File: src/rtl/dma_seq_pkg.sv
package dma_seq_pkg;

   typedef enum logic [1:0] {
      ST_IDLE = 2'd0,
      ST_ARB  = 2'd1,
      ST_XFER = 2'd2,
      ST_REL  = 2'd3
   } seq_state_e;

   typedef enum logic [1:0] {
      DSZ_BYTE = 2'd0,
      DSZ_HALF = 2'd1,
      DSZ_WORD = 2'd2,
      DSZ_RSVD = 2'd3
   } dsize_e;

   function automatic logic dsize_legal(input logic [1:0] ds);
      return ds != DSZ_RSVD;
   endfunction

endpackage

File: src/rtl/dma_req_mux.sv
module dma_req_mux #(
   parameter int NSRC  = 4,
   parameter int SEL_W = 3
) (
   input  logic             clk,
   input  logic             rst_n,
   input  logic             chan_on,
   input  logic             hw_mode,
   input  logic [SEL_W-1:0] src_sel,
   input  logic             dsize_ok,
   input  logic             sw_trig,
   input  logic [NSRC-1:0]  hw_req,
   input  logic             accept,
   output logic             trig_valid,
   output logic [NSRC-1:0]  ack_o
);

   logic            sw_pend;
   logic [NSRC-1:0] hit_vec;
   logic            hw_hit;

   always_ff @(posedge clk) begin
      if (!rst_n)
         sw_pend <= 1'b0;
      else if (accept || !chan_on || hw_mode)
         sw_pend <= 1'b0;
      else if (sw_trig && dsize_ok)
         sw_pend <= 1'b1;
   end

   for (genvar gi = 0; gi < NSRC; gi++) begin : g_src
      assign hit_vec[gi] = hw_req[gi] && (src_sel == SEL_W'(gi));

      always_ff @(posedge clk) begin
         if (!rst_n)
            ack_o[gi] <= 1'b0;
         else
            ack_o[gi] <= accept && hw_mode && (src_sel == SEL_W'(gi));
      end
   end

   assign hw_hit     = |hit_vec;
   assign trig_valid = chan_on && dsize_ok && (hw_mode ? hw_hit : sw_pend);

   assert_ack_onehot_R3: assert property (@(posedge clk) disable iff (!rst_n)
      $onehot0(ack_o));

   assert_ack_follows_accept_R3: assert property (@(posedge clk) disable iff (!rst_n)
      accept && hw_mode |=> (ack_o != '0));

   assert_sw_ignored_off_R12: assert property (@(posedge clk) disable iff (!rst_n)
      !chan_on |=> !sw_pend);

endmodule

File: src/rtl/dma_beat_fsm.sv
module dma_beat_fsm
   import dma_seq_pkg::*;
#(
   parameter int BURST_LEN = 4
) (
   input  logic clk,
   input  logic rst_n,
   input  logic trig_valid,
   input  logic burst_sel,
   input  logic whole_svc,
   input  logic more_work,
   input  logic bus_gnt,
   output logic accept,
   output logic bus_req,
   output logic beat_vld,
   output logic beat_last
);

   localparam int BC_W = (BURST_LEN > 1) ? $clog2(BURST_LEN) : 1;

   seq_state_e      state, nxt;
   logic [BC_W-1:0] beat_idx;
   logic [BC_W-1:0] last_idx;
   logic            burst_q;

   assign accept    = (state == ST_IDLE) && trig_valid;
   assign bus_req   = (state == ST_ARB) || (state == ST_XFER);
   assign beat_vld  = (state == ST_XFER);
   assign last_idx  = burst_q ? BC_W'(BURST_LEN - 1) : '0;
   assign beat_last = beat_vld && (beat_idx == last_idx);

   always_comb begin
      nxt = state;
      unique case (state)
         ST_IDLE: if (trig_valid) nxt = ST_ARB;
         ST_ARB:  if (bus_gnt)    nxt = ST_XFER;
         ST_XFER: if (beat_last)  nxt = ST_REL;
         ST_REL:  nxt = (whole_svc && more_work) ? ST_ARB : ST_IDLE;
         default: nxt = ST_IDLE;
      endcase
   end

   always_ff @(posedge clk) begin
      if (!rst_n) begin
         state    <= ST_IDLE;
         beat_idx <= '0;
         burst_q  <= 1'b0;
      end else begin
         state <= nxt;
         if (state == ST_ARB)
            burst_q <= burst_sel;
         if (state == ST_XFER && !beat_last)
            beat_idx <= beat_idx + 1'b1;
         else
            beat_idx <= '0;
      end
   end

   assert_release_after_atomic_R5: assert property (@(posedge clk) disable iff (!rst_n)
      beat_last |=> !bus_req);

   assert_no_beat_without_grant_R5: assert property (@(posedge clk) disable iff (!rst_n)
      (state == ST_ARB) && !bus_gnt |=> !beat_vld);

   assert_single_stops_R6: assert property (@(posedge clk) disable iff (!rst_n)
      (state == ST_REL) && !whole_svc |=> !bus_req);

endmodule

File: src/rtl/dma_cnt_unit.sv
module dma_cnt_unit #(
   parameter int CNT_W = 20,
   parameter int OFS_W = 25
) (
   input  logic             clk,
   input  logic             rst_n,
   input  logic             accept,
   input  logic             beat_vld,
   input  logic             atomic_done,
   input  logic [CNT_W-1:0] init_cnt,
   input  logic             reload_en,
   input  logic [1:0]       dsize,
   input  logic             chan_en_set,
   output logic [CNT_W-1:0] cur_cnt,
   output logic             chan_on,
   output logic             tc_o,
   output logic [OFS_W-1:0] byte_ofs
);

   logic             load;
   logic             hit_tc;
   logic [OFS_W-1:0] step;

   assign load   = accept && (cur_cnt == '0);
   assign hit_tc = atomic_done && (cur_cnt == CNT_W'(1));
   assign step   = OFS_W'(1) << dsize;

   always_ff @(posedge clk) begin
      if (!rst_n) begin
         cur_cnt  <= '0;
         chan_on  <= 1'b0;
         tc_o     <= 1'b0;
         byte_ofs <= '0;
      end else begin
         tc_o <= hit_tc;

         if (load)
            cur_cnt <= init_cnt;
         else if (atomic_done && cur_cnt != '0)
            cur_cnt <= cur_cnt - 1'b1;

         if (chan_en_set)
            chan_on <= 1'b1;
         else if (hit_tc && !reload_en)
            chan_on <= 1'b0;

         if (load)
            byte_ofs <= '0;
         else if (beat_vld)
            byte_ofs <= byte_ofs + step;
      end
   end

   assert_count_per_atomic_R8: assert property (@(posedge clk) disable iff (!rst_n)
      beat_vld && !atomic_done |=> $stable(cur_cnt));

   assert_tc_shutoff_R11: assert property (@(posedge clk) disable iff (!rst_n)
      hit_tc && !reload_en && !chan_en_set |=> !chan_on && tc_o);

   assert_tc_reload_keeps_on_R10: assert property (@(posedge clk) disable iff (!rst_n)
      hit_tc && reload_en && chan_on |=> chan_on && (cur_cnt == '0));

endmodule

File: src/rtl/dma_chan_seq.sv
module dma_chan_seq
   import dma_seq_pkg::*;
#(
   parameter int CNT_W     = 20,
   parameter int NSRC      = 4,
   parameter int SEL_W     = 3,
   parameter int BURST_LEN = 4,
   localparam int CTL_W    = CNT_W + SEL_W + 6,
   localparam int OFS_W    = CNT_W + $clog2(BURST_LEN) + 3
) (
   input  logic             clk,
   input  logic             rst_n,
   input  logic             ctl_wr,
   input  logic [CTL_W-1:0] ctl_in,
   input  logic             chan_en_set,
   input  logic             sw_trig,
   input  logic [NSRC-1:0]  hw_req,
   input  logic             bus_gnt,
   output logic [NSRC-1:0]  ack_o,
   output logic             bus_req,
   output logic             beat_vld,
   output logic             beat_last,
   output logic [OFS_W-1:0] byte_ofs,
   output logic [CNT_W-1:0] cur_cnt,
   output logic             chan_on,
   output logic             tc_o
);

   localparam int F_BURST = CNT_W;
   localparam int F_DSZ   = CNT_W + 1;
   localparam int F_RELD  = CNT_W + 3;
   localparam int F_HW    = CNT_W + 4;
   localparam int F_SEL   = CNT_W + 5;
   localparam int F_WHOLE = CNT_W + 5 + SEL_W;

   if (BURST_LEN < 2) begin : g_chk_burst
      $error("BURST_LEN must be at least 2");
   end
   if (NSRC < 1 || NSRC > (1 << SEL_W)) begin : g_chk_src
      $error("NSRC must fit the select field");
   end
   if (CNT_W < 2) begin : g_chk_cnt
      $error("CNT_W must be at least 2");
   end

   logic [CTL_W-1:0] ctl_q;
   logic [CNT_W-1:0] f_init;
   logic             f_burst;
   logic [1:0]       f_dsz;
   logic             f_reload;
   logic             f_hw;
   logic [SEL_W-1:0] f_sel;
   logic             f_whole;

   logic trig_valid;
   logic accept;
   logic more_work;

   always_ff @(posedge clk) begin
      if (!rst_n)
         ctl_q <= '0;
      else if (ctl_wr)
         ctl_q <= ctl_in;
   end

   assign f_init   = ctl_q[CNT_W-1:0];
   assign f_burst  = ctl_q[F_BURST];
   assign f_dsz    = ctl_q[F_DSZ +: 2];
   assign f_reload = ctl_q[F_RELD];
   assign f_hw     = ctl_q[F_HW];
   assign f_sel    = ctl_q[F_SEL +: SEL_W];
   assign f_whole  = ctl_q[F_WHOLE];

   assign more_work = chan_on && (cur_cnt != '0);

   dma_req_mux #(.NSRC(NSRC), .SEL_W(SEL_W)) u_req (
      .clk        (clk),
      .rst_n      (rst_n),
      .chan_on    (chan_on),
      .hw_mode    (f_hw),
      .src_sel    (f_sel),
      .dsize_ok   (dsize_legal(f_dsz)),
      .sw_trig    (sw_trig),
      .hw_req     (hw_req),
      .accept     (accept),
      .trig_valid (trig_valid),
      .ack_o      (ack_o)
   );

   dma_beat_fsm #(.BURST_LEN(BURST_LEN)) u_fsm (
      .clk        (clk),
      .rst_n      (rst_n),
      .trig_valid (trig_valid),
      .burst_sel  (f_burst),
      .whole_svc  (f_whole),
      .more_work  (more_work),
      .bus_gnt    (bus_gnt),
      .accept     (accept),
      .bus_req    (bus_req),
      .beat_vld   (beat_vld),
      .beat_last  (beat_last)
   );

   dma_cnt_unit #(.CNT_W(CNT_W), .OFS_W(OFS_W)) u_cnt (
      .clk         (clk),
      .rst_n       (rst_n),
      .accept      (accept),
      .beat_vld    (beat_vld),
      .atomic_done (beat_last),
      .init_cnt    (f_init),
      .reload_en   (f_reload),
      .dsize       (f_dsz),
      .chan_en_set (chan_en_set),
      .cur_cnt     (cur_cnt),
      .chan_on     (chan_on),
      .tc_o        (tc_o),
      .byte_ofs    (byte_ofs)
   );

   assert_rsvd_no_start_R12: assert property (@(posedge clk) disable iff (!rst_n)
      !bus_req && (f_dsz == DSZ_RSVD) && !ctl_wr |=> !bus_req);

endmodule

File: config.mk
export PLATFORM = sky130hd
export DESIGN_NAME = dma_chan_seq
export DESIGN_NICKNAME = d
export VERILOG_FILES = /design/src/rtl/dma_seq_pkg.sv /design/src/rtl/dma_req_mux.sv /design/src/rtl/dma_beat_fsm.sv /design/src/rtl/dma_cnt_unit.sv /design/src/rtl/dma_chan_seq.sv
export SDC_FILE = /design/constraint.sdc
export NUM_CORES = 1
export LEC_CHECK = 0
export ABC_AREA = 1
export BUFFER_PORTS_ARGS = -buffer_cell sky130_fd_sc_hd__buf_2
export CAP_MARGIN = 30
export CORE_MARGIN = 3
export CORE_UTILIZATION = 45
export CTS_BUF_LIST = sky130_fd_sc_hd__clkbuf_8
export CTS_CLUSTER_SIZE = 24
export DETAILED_ROUTE_END_ITERATION = 7
export PLACE_DENSITY = 0.7
export SYNTH_ARGS = -nofsm -noshare
export SYNTH_HDL_FRONTEND = slang
export SYNTH_SLANG_ARGS = --single-unit
File: constraint.sdc
create_clock -name clk -period 2.05 [get_ports clk]
set_clock_uncertainty 0.2 [all_clocks]
set_input_delay 0.3075 -clock clk [delete_from_list [all_inputs] [get_ports clk]]
set_output_delay 0.3075 -clock clk [all_outputs]
set_load 0.02 [all_outputs]
==> metrics.txt, run 1 <==
run status=completed; share of synthesized flip-flops with an asynchronous set or reset=0%; power spent charging and discharging nets=3.27 mW; maximum number of pins on one net before global-route repair=44; most used standard cells in the synthesized netlist=nor2_1, nand2_1, dfxtp_1; Worst R2R Start=ctl_q[22]; capture instance of the worst register-to-register path=u_cnt.byte_ofs[24]; number of nets at the end of the flow=between 800 and 900; total number of placement rows=35; power per cell area=1200 mW/mm2; effective utilization at floorplan=47.5%; GRT overflow=0; met1 capacity usage during global routing=29.2%; GRT met2 Usage=35.9%; vias in the first global route=4362; chip width=~110 um; max_slew headroom=69.8%; number of failing hold endpoints at the final stage=0; cell at the root of the clock tree=clkbuf_8; R2R Setup Slk=0.02 ns; number of buffers created by CTS=9; first-pass GRT wire length=20100 um; Setup violations, final=0; latest clock arrival within the worst-skew pair=0.35 ns; Total Power=7.32 mW; max-slew violation count=0; number of enable flip-flop cells after synthesis=0; element type at the critical path start=flip-flop; total global routing track utilization=21.7%; number of antenna violations at the first check in global routing=0; placed wire-length estimate after detailed placement=8920 um; Yosys top cell by area=dfxtp_1; post-detailed-route DRC marker count=0; maximum buffer depth of the clock tree=2; Syn Nets=715; clock tree from TritonCTS=built; switching part of the total power=44.8%; share of total power in sequential cells=28.2%; detailed-route wire length=12300 um; die area=between 0.01 and 0.015 mm2; y dimension of the die=between 100 and 150 um; Routed WL per cell=12.9 um; Area growth, synth to finish=34.6%; Int Pwr=4.04 mW; final critical-path required period=between 2 and 2.5 ns; area occupied by multi-input gates=0.00265 mm2; number of register bits inferred by synthesis=86; final instance area=0.00608 mm2; cell count of the worst reg-to-reg path=11; slew at the pin closest to its max-slew limit=between 0.4 and 0.5 ns; final worst path period share=98.9%; endpoint class of the critical path=flip-flop; GRT busiest layer=met2; number of library cell types mapped by synthesis=35; GP Congestion=0.889; Final Util=63.9%; required time at the worst-slack endpoint=around 2.1 ns; Synthesis Warnings=0; combinational fraction of design power=57.0%; sequential-to-total area share from yosys stat=38.1%; worst-path fanout max=4; part of the total power dissipated in the clock network=14.8%; iteration count of the initial detailed-routing pass=4; worst voltage drop across the vdd grid=0.618 mV; endpoint with the worst hold slack=ctl_q[15]; proportion of netlist area held by the largest area contributor=between 30% and 40%; area of the mapped netlist=0.00451 mm2; Detail Route Antenna Nets=0; Filler Cell Count=just under 900; total negative slack for setup checks=0 ns; leakage power=2.94 nW; number of placed I/O pins=93; fraction of layout instances using a drive strength above 1=28.2%; routed via count=4718; main flop type after synthesis=dfxtp_1; launch instance of the worst min-delay path=ctl_in[15]; worst setup path class=reg -> reg; Post-Place Cell Area=~0.0053 mm2; Avg Cell Area, Syn=6.79 um2; gate count of the mapped netlist=about 670; Core Region=0.00950 mm2; RSZ-0062 raised after global routing=yes; antenna diode instance count=0; Worst-path clk slew=0.09 ns; path class of the lowest-slack min-delay path=in -> reg; Buffers on Ports=92; leading post-synthesis cells by cell area=dfxtp_1, nor2_1, nand2_1; GR met3 Demand/Resource=4.49%; # clock sinks=86; sequential cell area in the final layout=around 0.0017 mm2; maxcap violations=0; violation count after the first detailed-route iteration=335; total placed cells including tap cells=904; data arrival time at the worst-slack endpoint=2.07 ns; upper clock frequency limit=0.493 GHz; # H-tree levels=3; cell with the most instances after synthesis=nor2_1; hold path cells=3; DR vias/cell=between 4 and 5; post-layout instance count excluding filler cells=952
sequential cells by signal (all words and copies together), names as in the netlist:
signal          flops
u_req.ack_o         4
u_req.sw_pend       1
u_cnt.tc_o          1
u_fsm.burst_q       1
u_fsm.beat_idx      2
ctl_q              29
u_fsm.state         2
u_cnt.byte_ofs     25
u_cnt.cur_cnt      20
u_cnt.chan_on       1
critical path, stage by stage (launching register included):
cell	delay [ns]
dfxtp_2	0.35
nor2_2	0.12
ha_2	0.20
fa_2	0.22
nand3_2	0.10
nand3_4	0.12
buf_4	0.12
nand4_1	0.08
nor2_2	0.14
nand3_2	0.08
xor2_1	0.14
nor2_1	0.05
per-layer routing:
layer	up-vias	share of wire, %
met1	2173	47
met3	10	5.0
met2	117	47
li1	2418	-
met4	0	1.0
met5	-	0
final cells by class:
cell class | instances | area share (%)
multi-input cells | 482 | 43.5
inverters | 78 | 4.82
well taps | 129 | 2.66
repair buffers | 161 | 17.7
clock inverters | 7 | 0.783
clock buffers | 9 | 2.04
flip-flops and latches | 86 | 28.5
cell usage in the layout, fill, tap and decap left out, drive strengths merged, types with 3 or more instances in the layout:
cell,instances
a21oi,19
buf,138
clkbuf,9
clkinv,3
dfxtp,86
dlygate4sd3,23
ha,10
inv,81
nand2,146
nand3,54
nand3b,5
nand4,19
nor2,148
nor3,11
o21ai,41
xnor2,4
xor2,16
how the worst max path moves through the flow:
stage               cells past startpoint            endpoint            from
detailed placement                     12  u_cnt.byte_ofs[10]       ctl_q[21]
global route                           12  u_cnt.byte_ofs[10]       ctl_q[22]
global placement                       12  u_cnt.byte_ofs[10]       ctl_q[21]
finish                                 11  u_cnt.byte_ofs[24]       ctl_q[22]
CTS                                    12  u_cnt.byte_ofs[10]       ctl_q[21]
floorplan                              13    u_cnt.cur_cnt[5]  u_fsm.state[0]
timing repair:
action / CTS / global route
hold buffers: 23 / 0
endpoints found under the setup margin: 10 / 44
resized for setup: 16 / 52
buffers inserted: 1 / 8
hold endpoints to repair: 23 / 0
pin swaps: 3 / 17
kinds of logic after synthesis:
| family | count (synthesis) | share of synthesized area, % |
|---|---|---|
| compound gates | 63 | 7.21 |
| xor+xnor | 20 | 3.88 |
| fa+ha+maj | 11 | 3.22 |
| buf+inv | 97 | 8.87 |
| flops | 86 | 38.1 |
| simple gates | 388 | 38.7 |
power by group through the flow:
stage	sequential [mW]	clock (mW)	combinational, mW
after CTS	2.04	1.12	3.75
final	2.06	1.09	4.17
after global placement	2.07	0	3.60
after detailed placement	2.08	0	3.67
after global routing	2.09	1.20	4.63
after floorplan	2.22	0	2.39
per-stage QoR:
stage	hold slack [ns]	worst slack [ns]
finish	0.0141	0.0224
global route	0.00727	-0.122
CTS	0.00186	-0.00420
detailed placement	0.237	-0.0919
global placement	0.221	-0.0228
floorplan	0.214	0.00210
Note: power is estimated with default switching activity, not from simulation.
==> run 2, diff against run 1 <==
clock period = 1.8 ns   (was 2.05 ns; I/O delays follow)
==> metrics.txt, run 2 (synthesis gave the netlist of run 1 again) <==
maximum buffer depth of the clock tree=2 (unchanged); post-detailed-route DRC marker count=0 (unchanged); total global routing track utilization=24.7% (+3.0 points); Max stage delay cell, worst path=dfxtp_4; cells along the critical path=buf_6 -> nor2_4 -> fa_2 -> nand3_2 -> nand3_4 -> nand3_4 -> nor2_4 -> inv_2 -> nor2_4 -> nand2_2 -> xor2_1 -> nor2_1; required time at the worst-slack endpoint=1.87 ns (-0.22 ns); run status=finished, violations left; worst setup path class=reg -> reg; y dimension of the die=106 um (unchanged); Worst R2R Start=ctl_q[22]; maximum number of pins on one net before global-route repair=33 (-25%); Worst-path clk slew=0.10 ns (about the same); # clock sinks=86 (unchanged); detailed-route wire length=15100 um (+23%); latest clock arrival within the worst-skew pair=0.37 ns (+0.02 ns); max_slew headroom=72.9% (+3.1 points); Largest register FFs=29 (unchanged); total number of placement rows=35 (unchanged); worst stage delay on the critical path=0.37 ns (+0.02 ns); source of the critical timing path=ctl_q[22]; first-pass GRT wire length=22800 um (+13%); # H-tree levels=3 (unchanged); Post-Place Cell Area=0.00592 mm2 (+11%); clock tree from TritonCTS=built; cell at the root of the clock tree=clkbuf_8; worst-path fanout max=4 (unchanged); routed via count=5267 (+12%); placed wire-length estimate after detailed placement=9560 um (+7.1%); violations in the final reports=setup timing; leakage power=3.63 nW (+24%); Core Region=0.00950 mm2 (unchanged); iteration count of the initial detailed-routing pass=5 (+1); number of buffers created by CTS=9 (unchanged); number of placed I/O pins=93 (unchanged); Detail Route Antenna Nets=0 (unchanged); max-slew violation count=0 (unchanged); post-layout worst setup margin=-0.223 ns (-0.245 ns); data arrival time at the worst-slack endpoint=2.10 ns (+0.03 ns); Area growth, synth to finish=60.4%; vias in the first global route=4996 (+15%); endpoint class of the critical path=flip-flop; fraction of layout instances using a drive strength above 1=42.6% (+14 points); GRT overflow=0 (unchanged); Routed WL per cell=14.7 um (+14%); final critical-path required period=2.02 ns (-0.00451 ns); largest registers ranked by flip-flop count=ctl_q x29, u_cnt.byte_ofs x25, u_cnt.cur_cnt x20; DR vias/cell=5.15 (+3.9%); Buffers on Ports=92 (unchanged); number of antenna violations at the first check in global routing=0 (unchanged); path class of the lowest-slack min-delay path=in -> reg; R2R Setup Slk=-0.22 ns (-0.25 ns); final instance area=0.00724 mm2 (+19%); power per cell area=1460 mW/mm2 (+21%); upper clock frequency limit=0.494 GHz (+0.22%); chip width=106 um (unchanged); final worst path period share=112% (+13 points); worst voltage drop across the vdd grid=0.856 mV (+38%); cell repeated most along the worst path=nor2_4; die area=0.0113 mm2 (unchanged); violation count after the first detailed-route iteration=301 (-10%); slew at the pin closest to its max-slew limit=0.407 ns (-0.0455 ns); GP Congestion=0.905 (+1.7%); register name with the most flops=ctl_q; number of failing hold endpoints at the final stage=0 (unchanged); effective utilization at floorplan=47.5% (unchanged); capture instance of the worst register-to-register path=u_cnt.byte_ofs[10]; maxcap violations=0 (unchanged); final hold slack=0.0137 ns (-0.000369 ns); element type at the critical path start=flip-flop; crit path capture=u_cnt.byte_ofs[10]; Setup violations, final=52 (+52); cell count of the worst reg-to-reg path=12 (+1); antenna diode instance count=0 (unchanged); highest-count cells in the layout ignoring fill and taps=nand2_1, nor2_1, buf_4; number of nets at the end of the flow=940 (+8.3%); RSZ-0062 raised after global routing=yes; hold path cells=3 (unchanged)
-- run 2: worst min-delay path by stage --
stage,start,endpoint,slack [ns]
floorplan,chan_en_set,u_cnt.chan_on,0.20
global placement,u_fsm.beat_idx[0],u_fsm.beat_idx[0],0.22
detailed placement,u_fsm.beat_idx[0],u_fsm.beat_idx[0],0.23
CTS,ctl_in[22],ctl_q[22],0.002
global route,ctl_in[21],ctl_q[21],0.01
finish,ctl_in[26],ctl_q[26],0.01
-- run 2: through the flow --
stage | TNS (ns) | setup slack [ns] | total power, mW | util (%) | cells
finish | -6.65 | -0.223 | 10.6 | 76.2 | 1023
global route | -10.88 | -0.349 | 11.2 | 76.2 | 1023
CTS | -3.85 | -0.177 | 9.81 | 72.3 | 1015
detailed placement | -3.42 | -0.245 | 7.51 | 62.3 | 953
global placement | -1.48 | -0.133 | 7.40 | 62.3 | 953
floorplan | -0.638 | -0.104 | 5.62 | - | 665
-- run 2: layout make-up --
type | instances | area, um2
multi-input combinational | 482 | 3070
fill | 654 | 2260
inverter | 78 | 308
tap | 129 | 161
clock inverter | 6 | 71.3
timing repair buffer | 233 | 1740
sequential | 86 | 1770
clock buffer | 9 | 124
-- run 2: routing by layer --
metal  global-route usage (%)  wire, um  share of wire, %
met3                     4.31       937               6.2
met5                        0         0                 0
met2                     43.3      7410                49
met4                     8.79       470               3.1
met1                     30.4      6270                42
-- run 2: power by group --
part	switching, mW	internal [mW]	total (mW)
registers	0.223	2.16	2.38
logic	3.63	3.15	6.78
clock network	0.756	0.644	1.40
total	4.61	5.96	10.6
-- run 2: worst max-delay path, delay by kind of cell (launching register included) --
kind	cells	cell delay, ns
AND/OR/NAND/NOR	8	0.81
XOR/XNOR	1	0.13
flip-flops	1	0.37
buffers and inverters	2	0.19
adder cells (fa/ha/maj)	1	0.26
-- run 2: repair_timing --
item / in CTS / in global routing
setup buffers: 20 / 10
hold endpoints to repair: 26 / 0
resized for setup: 83 / 73
endpoints found under the setup margin: 49 / 55
hold buffers: 26 / 0
pin swaps: 36 / 38
gates cloned: 1 / 1
==> run 3, diff against run 2 <==
SETUP_SLACK_MARGIN = 0.05   (was default)
==> metrics.txt, run 3 (synthesis gave the netlist of run 1 again) <==
part of the total power dissipated in the clock network=12.4% (-0.9 points); required time at the worst-slack endpoint=1.90 ns (+0.03 ns); RSZ-0062 raised after global routing=yes; post-layout instance count excluding filler cells=1037 (+1.4%); detailed-route wire length=16200 um (+7.5%); iteration count of the initial detailed-routing pass=5 (unchanged); GRT overflow=0 (unchanged); final hold slack=-0.00846 ns (-0.0222 ns); # clock sinks=86 (unchanged); Int Pwr=6.48 mW (+8.8%); antenna diode instance count=0 (unchanged); R2R Setup Slk=-0.28 ns (-0.06 ns); cells along the critical path=nor2_2 -> nand2_4 -> nor2_8 -> buf_6 -> nand2_4 -> nor2_4 -> nand3_4 -> nor2_4 -> nand2_1 -> nand3_1 -> nand2_1 -> inv_1; met1 capacity usage during global routing=30.9% (+0.52 points); first-pass GRT wire length=24200 um (+5.9%); Area growth, synth to finish=63.0%; power per cell area=1580 mW/mm2 (+8.6%); maximum buffer depth of the clock tree=2 (unchanged); routed via count=5371 (+2.0%); share of total power in sequential cells=20.4% (-2.1 points); total global routing track utilization=26.3% (+1.5 points); total negative slack for setup checks=-9.39 ns (-2.74 ns); worst voltage drop across the vdd grid=1.19 mV (+39%); Detail Route Antenna Nets=0 (unchanged); number of nets at the end of the flow=953 (+1.4%); y dimension of the die=106 um (unchanged); fraction of layout instances using a drive strength above 1=43.1% (+0.44 points); placed wire-length estimate after detailed placement=9840 um (+2.9%); post-layout worst setup margin=-0.285 ns (-0.0615 ns); # H-tree levels=3 (unchanged); GR met3 Demand/Resource=4.07% (-0.24 points); maxcap violations=0 (unchanged); leakage power=3.53 nW (-2.8%); final worst path period share=116% (+3.4 points); most common library cell in the layout ignoring fill and taps=nand2_1; final critical-path required period=2.08 ns (+0.0615 ns); power spent charging and discharging nets=5.18 mW (+12%); number of placed I/O pins=93 (unchanged); violation count after the first detailed-route iteration=277 (-8.0%); path class of the lowest-slack min-delay path=in -> reg; total number of placement rows=35 (unchanged); Core Region=0.00950 mm2 (unchanged); Total Power=11.7 mW (+10%); run status=finished, violations left; slew at the pin closest to its max-slew limit=0.391 ns (-0.0162 ns); Worst-path clk slew=0.09 ns (about the same); element type at the critical path start=flip-flop; combinational fraction of design power=67.2% (+3.0 points); worst setup path class=reg -> reg; violations in the final reports=hold timing, setup timing; GP Congestion=0.894 (-1.2%); number of antenna violations at the first check in global routing=0 (unchanged); Largest register FFs=29 (unchanged); Buffers on Ports=92 (unchanged); number of buffers created by CTS=9 (unchanged); register name with the most flops=ctl_q; GRT busiest layer=met2; Final Util=77.4% (+1.3 points); cell at the root of the clock tree=clkbuf_8; worst stage delay on the critical path=0.34 ns (-0.03 ns); max_slew headroom=73.7% (+0.88 points); number of failing hold endpoints at the final stage=1 (+1); GRT met2 Usage=47.4% (+4.1 points); upper clock frequency limit=0.480 GHz (-3.0%); data arrival time at the worst-slack endpoint=2.19 ns (+0.09 ns); effective utilization at floorplan=47.5% (unchanged); Routed WL per cell=15.6 um (+6.1%); max-slew violation count=0 (unchanged); latest clock arrival within the worst-skew pair=0.36 ns (about the same); die area=0.0113 mm2 (unchanged); maximum number of pins on one net before global-route repair=34 (+3.0%); highest-count cells in the layout ignoring fill and taps=nand2_1, nor2_1, buf_4; worst-path fanout max=6 (+2); switching part of the total power=44.4% (+0.80 points); clock tree from TritonCTS=built; vias in the first global route=5284 (+5.8%); chip width=106 um (unchanged); DR vias/cell=5.18 (+0.60%); Setup violations, final=51 (-1.9%); total placed cells including tap cells=963 (+1.0%); post-detailed-route DRC marker count=0 (unchanged); largest registers ranked by flip-flop count=ctl_q x29, u_cnt.byte_ofs x25, u_cnt.cur_cnt x20; endpoint class of the critical path=flip-flop; Max stage delay cell, worst path=dfxtp_2
## run 3: critical path, delay by kind of cell, from the launching register on
kind / cells / cell delay, ns
simple gates: 10 / 1.32
flops: 1 / 0.34
buf+inv: 2 / 0.18
## run 3: through the flow
stage,hold slack (ns),setup WS (ns),cell area [um2]
floorplan,0.204,-0.104,4750
global placement,0.221,-0.148,6010
detailed placement,0.252,-0.229,6010
CTS,0.00649,-0.208,7010
global route,0.00606,-0.351,7360
finish,-0.00846,-0.285,7360
## run 3: layout make-up
class,count,area [um2]
repair inverters,1,6.26
well taps,129,161
flip-flops and latches,86,1770
clock buffers,10,138
fillers,625,2140
clock inverters,6,68.8
inverters,78,313
multi-input cells,483,3030
repair buffers,244,1880
## run 3: final timing paths
check                           depth (start not counted)          endpoint              from
worst max-delay path                                   12  u_cnt.cur_cnt[7]  u_cnt.cur_cnt[3]
worst min-delay path                                    3         ctl_q[24]        ctl_in[24]
worst max register to register                         12  u_cnt.cur_cnt[7]  u_cnt.cur_cnt[3]
worst min register to register                          2  u_cnt.cur_cnt[6]          ctl_q[6]
## run 3: timing repair
item,4_1_cts,5_1_grt
pin swaps,40,47
resized for setup,83,75
hold endpoints to repair,27,0
endpoints found under the setup margin,53,56
cloned,4,0
buffers inserted,16,13
hold buffers,27,0
## run 3: metal layers
layer / routed length, um / vias to the layer above / part of all wire [%]
li1: - / 2600 / -
met1: 6450 / 2477 / 40
met2: 8100 / 232 / 50
met3: 935 / 62 / 5.8
met4: 726 / 0 / 4.5
met5: 0 / - / 0
## run 3: power by group through the flow
stage	logic, mW	clock network [mW]	registers (mW)
3_5_place_dp	5.34	0	2.38
4_1_cts	6.58	1.45	2.35
5_1_grt	8.30	1.55	2.40
2_1_floorplan	3.07	0	2.58
3_3_place_gp	5.25	0	2.37
6_report	7.83	1.45	2.38
